<file path="src/rtl/rr_pkg.sv">
package rr_pkg;

    typedef struct packed {
        logic n;
        logic z;
        logic p;
    } cc_t;

    localparam cc_t CC_RESET = '{n: 1'b0, z: 1'b1, p: 1'b0};

    typedef enum logic [3:0] {
        OPC_BR  = 4'b0000,
        OPC_JMP = 4'b1100
    } ctl_op_e;

endpackage

</file>
<file path="src/rtl/cc_classify.sv">
module cc_classify
    import rr_pkg::*;
#(
    parameter int DATA_W = 16
) (
    input  logic [DATA_W-1:0] value,
    output cc_t               cls
);

    localparam int SIGN_BIT = DATA_W - 1;

    always_comb begin
        cls.n = value[SIGN_BIT];
        cls.z = (value == '0);
        cls.p = ~value[SIGN_BIT] & (value != '0);
    end

endmodule

</file>
<file path="src/rtl/cc_state.sv">
module cc_state
    import rr_pkg::*;
(
    input  logic clk,
    input  logic rst_n,
    input  logic set_cc,
    input  cc_t  cls_in,
    output cc_t  cc_q
);

    typedef struct packed {
        cc_t cc;
    } st_t;

    st_t st_d;
    st_t st_q;

    always_comb begin
        st_d = st_q;
        if (set_cc) begin
            st_d.cc = cls_in;
        end
    end

    always_ff @(posedge clk or negedge rst_n) begin
        if (!rst_n) begin
            st_q <= '{cc: CC_RESET};
        end else begin
            st_q <= st_d;
        end
    end

    assign cc_q = st_q.cc;

    AST_FLAG_ONEHOT: assert property (@(posedge clk) disable iff (!rst_n)
        $countones(cc_q) == 1);

    AST_FLAG_HOLD: assert property (@(posedge clk) disable iff (!rst_n)
        !set_cc |=> $stable(cc_q));

    AST_FLAG_LOAD: assert property (@(posedge clk) disable iff (!rst_n)
        set_cc |=> (cc_q == $past(cls_in)));

endmodule

</file>
<file path="src/rtl/br_resolve.sv">
module br_resolve
    import rr_pkg::*;
#(
    parameter int DATA_W   = 16,
    parameter int OP_W     = 4,
    parameter int OFF_W    = 9,
    parameter int RIDX_W   = 3,
    parameter int BASE_LSB = 6
) (
    input  logic [DATA_W-1:0] inst,
    input  logic [DATA_W-1:0] pc_inc,
    input  logic [DATA_W-1:0] base_val,
    input  cc_t               cc,
    output logic              taken,
    output logic [DATA_W-1:0] next_pc,
    output logic [RIDX_W-1:0] base_idx
);

    localparam int OP_LSB   = DATA_W - OP_W;
    localparam int MASK_LSB = OFF_W;
    localparam int EXT_W    = DATA_W - OFF_W;

    typedef struct packed {
        logic              taken;
        logic [DATA_W-1:0] pc;
    } res_t;

    logic [OP_W-1:0]   opcode;
    cc_t               mask;
    logic [DATA_W-1:0] offset_ext;
    logic [DATA_W-1:0] br_target;
    logic              cond_hit;
    res_t              res_d;

    assign opcode   = inst[DATA_W-1:OP_LSB];
    assign mask     = cc_t'(inst[MASK_LSB+2:MASK_LSB]);
    assign base_idx = inst[BASE_LSB+RIDX_W-1:BASE_LSB];

    generate
        if (EXT_W > 0) begin : g_sext
            assign offset_ext = {{EXT_W{inst[OFF_W-1]}}, inst[OFF_W-1:0]};
        end else begin : g_nosext
            assign offset_ext = inst[DATA_W-1:0];
        end
    endgenerate

    assign br_target = pc_inc + offset_ext;
    assign cond_hit  = |(mask & cc);

    always_comb begin
        res_d.taken = 1'b0;
        res_d.pc    = pc_inc;
        case (opcode)
            OPC_BR: begin
                if (cond_hit) begin
                    res_d.taken = 1'b1;
                    res_d.pc    = br_target;
                end
            end
            OPC_JMP: begin
                res_d.taken = 1'b1;
                res_d.pc    = base_val;
            end
            default: begin
                res_d.taken = 1'b0;
                res_d.pc    = pc_inc;
            end
        endcase
    end

    assign taken   = res_d.taken;
    assign next_pc = res_d.pc;

endmodule

</file>
<file path="src/rtl/rr_branch_unit.sv">
module rr_branch_unit
    import rr_pkg::*;
#(
    parameter int DATA_W = 16,
    parameter int OP_W   = 4,
    parameter int OFF_W  = 9,
    parameter int RIDX_W = 3
) (
    input  logic              clk,
    input  logic              rst_n,
    input  logic              set_cc,
    input  logic [DATA_W-1:0] wr_result,
    input  logic [DATA_W-1:0] inst_word,
    input  logic [DATA_W-1:0] pc_inc,
    input  logic [DATA_W-1:0] base_val,
    output logic [RIDX_W-1:0] base_idx,
    output logic              br_taken,
    output logic [DATA_W-1:0] next_pc,
    output logic [2:0]        cc_flags
);

    localparam int OP_LSB   = DATA_W - OP_W;
    localparam int MASK_LSB = OFF_W;

    cc_t cls_w;
    cc_t cc_w;

    cc_classify #(.DATA_W(DATA_W)) i_classify (
        .value (wr_result),
        .cls   (cls_w)
    );

    cc_state i_state (
        .clk    (clk),
        .rst_n  (rst_n),
        .set_cc (set_cc),
        .cls_in (cls_w),
        .cc_q   (cc_w)
    );

    br_resolve #(
        .DATA_W (DATA_W),
        .OP_W   (OP_W),
        .OFF_W  (OFF_W),
        .RIDX_W (RIDX_W)
    ) i_resolve (
        .inst     (inst_word),
        .pc_inc   (pc_inc),
        .base_val (base_val),
        .cc       (cc_w),
        .taken    (br_taken),
        .next_pc  (next_pc),
        .base_idx (base_idx)
    );

    assign cc_flags = cc_w;

    AST_JMP_TARGET: assert property (@(posedge clk) disable iff (!rst_n)
        (inst_word[DATA_W-1:OP_LSB] == OPC_JMP) |-> (br_taken && next_pc == base_val));

    AST_MASK_NONE: assert property (@(posedge clk) disable iff (!rst_n)
        (inst_word[DATA_W-1:OP_LSB] == OPC_BR && inst_word[MASK_LSB+2:MASK_LSB] == 3'b000)
        |-> !br_taken);

    AST_MASK_ALL: assert property (@(posedge clk) disable iff (!rst_n)
        (inst_word[DATA_W-1:OP_LSB] == OPC_BR && inst_word[MASK_LSB+2:MASK_LSB] == 3'b111)
        |-> br_taken);

    AST_FALLTHRU_PC: assert property (@(posedge clk) disable iff (!rst_n)
        !br_taken |-> (next_pc == pc_inc));

endmodule

</file>
<file path="config.mk">
export PLATFORM = sky130hd
export DESIGN_NAME = rr_branch_unit
export DESIGN_NICKNAME = d
export VERILOG_FILES = /design/src/rtl/rr_pkg.sv /design/src/rtl/cc_classify.sv /design/src/rtl/cc_state.sv /design/src/rtl/br_resolve.sv /design/src/rtl/rr_branch_unit.sv
export SDC_FILE = /design/constraint.sdc
export NUM_CORES = 1
export LEC_CHECK = 0
export ABC_AREA = 1
export CORE_MARGIN = 2
export CORE_UTILIZATION = 25
export CTS_CLUSTER_DIAMETER = 30
export DETAILED_ROUTE_END_ITERATION = 6
export GPL_TIMING_DRIVEN = 0
export MAX_ROUTING_LAYER = met4
export PLACE_DENSITY = 0.69
export SETUP_SLACK_MARGIN = 0.4
export SLEW_MARGIN = 25
export SYNTH_ARGS = -nofsm -noshare
export SYNTH_HDL_FRONTEND = slang
export SYNTH_SLANG_ARGS = --single-unit
</file>
<file path="constraint.sdc">
create_clock -name clk -period 3.2 [get_ports clk]
set_input_delay 0.96 -clock clk [delete_from_list [all_inputs] [get_ports clk]]
set_output_delay 0.96 -clock clk [all_outputs]
set_load 0.05 [all_outputs]
</file>
Yosys cells after proc, flatten, opt, wreduce, memory -nomap -nowiden
Cells that the tools add are included.

Memories kept: 0. Register bits after elaboration: 3. Bits in writable memories: 0. Bits of input ports: 67. Output and inout bits: 23. Bits in latches: 0. ROM bits: 0. Word-level logic and storage cells: 14.

Equal/unequal tests: 1. Add/sub/neg operators: 1. Reductions and logical operators: 4. Divide/modulo/power cells: 0. $lt $le $gt $ge: 0. Bitwise gates (word level): 3. Multipliers: 0. Muxes and demuxes: 2. Shift-type cells: 0.

Operators by type and width (count): 17-bit one-hot mux with 2 select lines (1); 17-bit 2-to-1 mux (1); 16-bit adder (1); 16-bit logical NOT (1); 16-bit nonzero test (1); 4-bit == test (second input constant) (1); 4-bit logical NOT (1); 3-bit AND (1); 3-bit OR reduction (1); 1-bit AND (1); 1-bit inverter (1).

Longest topological paths before layout
Depth after elaboration: 4. Mapped depth: 12.

Hierarchy
From an unflattened synthesis, not the netlist that was laid out.

Cells, all modules: 342. Area, all modules: 1701.6 µm².

Modules (own cells, without submodules): br_resolve (area an instance 1516.5 µm², cells an instance 312, times used 1); cc_state (area an instance 113.9 µm², cells an instance 13, times used 1); cc_classify (area an instance 71.3 µm², cells an instance 17, times used 1).

Worst setup path before layout
Ideal clock, no wire load.

Path type: input to output. Start: input inst_word[6]. End: output next_pc[7]. Slack: -0.335 ns. Arrival time: 2.575 ns. Stages: 8. Buffers on the path: 0. Cells stage by stage: ha_1 nand2_1 inv_2 a21oi_1 nand2_2 xor2_1 nor2_1 o21bai_1.

Word-level cells in the longest chain between the ends: 3.

Ends and longest elaborated chain: from (decl) (RTL line rr_branch_unit.sv:13) `input logic [DATA_W-1:0] inst_word,`; 16-bit adder (RTL line br_resolve.sv:47) `assign br_target = pc_inc + offset_ext;`; 17-bit 2-to-1 mux (RTL line br_resolve.sv:55) `if (cond_hit) begin`; 17-bit one-hot mux with 2 select lines (RTL line br_resolve.sv:53) `case (opcode)`; to (decl) (RTL line rr_branch_unit.sv:18) `output logic [DATA_W-1:0] next_pc,`.

Every way passes these cells.

Worst setup path in the final report
Start: input pc_inc[0]. End: output next_pc[6].

Word-level cells in the longest chain between the ends: 3.

Ends and longest elaborated chain: from (decl) (RTL line rr_branch_unit.sv:14) `input logic [DATA_W-1:0] pc_inc,`; 16-bit adder (RTL line br_resolve.sv:47); 17-bit 2-to-1 mux (RTL line br_resolve.sv:55); 17-bit one-hot mux with 2 select lines (RTL line br_resolve.sv:53).

Every way passes these cells.

==> metrics.md <==
| Metric | Value |
|---|---|
| Outcome | `complete, but fails checks` |
| Failing checks | `setup timing` |
| Vias in the first global route | `2485` |
| Register-to-register setup slack | `2.39 ns` |
| Number of synthesized flops with an enable pin | `0` |
| Lkg Pwr | `1.82 nW` |
| Reg area | `76.3 um^2` |
| Crit path DAT | `2.51 ns` |
| Post-layout min period | `3.47 ns` |
| Seq/Total Area, Yosys | `0.0458` |
| Async set-reset flop share out of synthesis | `1.00` |
| Post-route non-filler standard cell count | `528` |
| Initial DRT Pass Iterations | `4` |
| F_max | `288 MHz` |
| Post-detail-place hpwl | `4940 um` |
| Dpl cells | `491` |
| RSZ-0062 raised after global routing | `yes` |
| Die footprint | `7340 um^2` |
| Startpoint Class | `input pin` |
| WS Path Type | `input pin to primary output` |
| Initial antenna violation count | `0` |
| Clock skew | `0 ns` |
| VDD IR-drop max | `114 uV` |
| Fill cells | `580` |
| DRC viols | `0` |
| Wirelength, routed | `7110 um` |
| Crit-path max FO | `3` |
| FF-to-FF End | `i_state.cc_q[1]` |
| CTS Sinks | `3` |
| Core box area | `6390 um^2` |
| Yosys warns | `0` |
| Slew Limit Fails | `0` |
| Commonest non-fill, non-tap cells in the layout | `67 x nand2_1, 50 x inv_1, 38 x nand2_2, 38 x clkdlybuf4s50_1, 34 x buf_4` |
| Yosys reg bits | `3` |
| Vias per cell | `4.62` |
| Insertion delay to the later sink of the worst-skew pair | `0.21 ns` |
| Period utilization | `1.08` |
| Post-synth top flop | `dfrtp_1` |
| Mapped Cells | `325` |
| First-pass GRT wire length | `11200 um` |
| Hold Path Cell Cnt | `2` |
| Largest register FFs | `3` |
| Most common cell after layout, fill and taps aside | `nand2_1` |
| Multi-input gate area | `1990 um^2` |
| Boundary Pins | `90` |
| CTS buffer count | `3` |
| Final Hold Vio Count | `0` |
| Post-route antenna net violation count | `0` |
| Hold endpoint | `i_state.cc_q[1]` |
| Largest net degree at the start of global routing | `11` |
| Total Negative Setup Slacks | `-1.47 ns` |
| Vias | `2439` |
| # nets final | `535` |
| Grt total ovfl | `0` |
| Setup crit end kind | `primary output` |
| CTS Hold Buffers Added | `0` |
| Synth Cell Area | `1670 um^2` |
| Initial Utilization | `0.261` |
| Finished Cell Area | `3750 um^2` |
| Htree depth | `1` |
| Root Buffer | `clkbuf_8` |
| DR iter-0 viols | `75` |
| PwrDens | `222 nW/um^2` |
| Syn_nets | `408` |
| Wire per inst | `13.5 um` |
| Port buffer count | `89` |
| Worst setup margin | `-0.270 ns` |
| Yosys cell types | `32` |
| Worst slew pin tran | `0.518 ns` |
| Crit Reg-Reg Startpoint | `i_state.cc_q[1]` |
| Worst Hold Class | `flip-flop to flip-flop` |
| Critical Path RT | `2.24 ns` |
| Max Cap Viol | `0` |
| Die Wd | `85.6 um` |
| Row cnt | `29` |
| Min-delay src | `i_state.cc_q[1]` |
| Endpoints failing setup | `11` |
| Synth-to-Final Area Change | `125%` |
| Relative slew margins | `0.654` |
| Area after DPL | `3070 um^2` |
| Avg Inst Size Synth | `5.13 um^2` |
| Clk pin slew, worst setup/hold paths | `0.03 ns` |
| CTS tree | `done` |
| Worst Reg2Reg Path Length in Cells | `2` |
| # diodes | `0` |
| CTS Buffer Depth | `2` |
| Die Height | `85.6 um` |
| Tot Pwr | `0.833 mW` |
| Gpl congestion | `0.852` |
| Share of cells above drive strength 1 | `0.486` |
| GR Util All Layers | `0.190` |
==> synth_stat cells, types with 2 or more instances <==
cell | instances | area, um^2
dfrtp_1 | 2 | 50.1
nand2_1 | 122 | 458
buf_4 | 4 | 30.0
nor3_1 | 2 | 10.0
nor2_1 | 30 | 113
a21oi_1 | 16 | 80.1
o21ai_0 | 6 | 30.0
ha_1 | 15 | 188
inv_2 | 9 | 33.8
nand3_1 | 25 | 125
o211ai_1 | 4 | 30.0
clkbuf_8 | 2 | 27.5
inv_1 | 53 | 199
o21ai_1 | 8 | 40.0
nand4_1 | 2 | 12.5
nand2_2 | 4 | 25.0
xor2_1 | 6 | 52.6
==> kinds of logic after synthesis <==
group / Yosys count / synth area share
XOR/XNOR: 7 / 0.0368
adder cells (fa/ha/maj): 16 / 0.125
AND/OR/NAND/NOR: 193 / 0.493
flip-flops: 3 / 0.0458
AO/OA/AOI/OAI: 37 / 0.123
buffers and inverters: 69 / 0.177
==> cell type report <==
| class | count | share of cell area |
|---|---|---|
| repair buffers | 121 | 0.321 |
| flip-flops and latches | 3 | 0.0203 |
| inverters | 62 | 0.0667 |
| repair inverters | 1 | 0.00200 |
| multi-input cells | 253 | 0.531 |
| well taps | 77 | 0.0257 |
| plain buffers | 7 | 0.0217 |
| clock buffers | 4 | 0.0120 |
==> worst max-delay path, cell delays in order <==
cell	delay, ns
buf_8	0.10
ha_4	0.15
fa_2	0.34
nand2_2	0.08
nand2_2	0.06
nand3b_1	0.14
nand2_2	0.11
nand2_1	0.07
nand3_1	0.07
o211ai_1	0.15
nand3_4	0.10
buf_8	0.16
==> metal layers <==
layer  vias to the layer above  GRT usage  share of wire
met2                        59      0.348           0.53
met1                      1111      0.236           0.43
met5                         -          -              0
met4                         0     0.0231         0.0076
li1                       1263          -              -
met3                         6     0.0115          0.037
==> how the worst max path moves through the flow <==
stage | slack, ns | cells after the start | end | startpoint
after CTS | -0.24 | 12 | next_pc[6] | pc_inc[0]
after detailed placement | -1.65 | 10 | next_pc[14] | inst_word[8]
after global routing | -0.34 | 12 | next_pc[6] | pc_inc[0]
after floorplan | -0.11 | 6 | next_pc[3] | pc_inc[2]
final | -0.27 | 12 | next_pc[6] | pc_inc[0]
after global placement | -1.66 | 13 | next_pc[13] | inst_word[8]
==> power by group <==
group | internal (mW) | switching, mW | total (mW)
sequential | 0.0405 | 0.00402 | 0.0445
combinational | 0.317 | 0.363 | 0.680
clock | 0.0849 | 0.0239 | 0.109
total | 0.442 | 0.391 | 0.833
==> per-stage QoR <==
step                setup WS [ns]   util  hold WS (ns)
global placement            -1.66  0.481         0.513
floorplan                  -0.110      -         0.613
detailed placement          -1.65  0.481         0.550
global route               -0.343  0.587         0.572
finish                     -0.270  0.587         0.559
CTS                        -0.242  0.558         0.555
==> what timing repair did <==
item,CTS,global route
cloned,3,0
resized for setup,323,43
endpoints found under the setup margin,20,17
pin swaps,59,48
buffers inserted,25,5
Power figures use the tool's default switching activity.
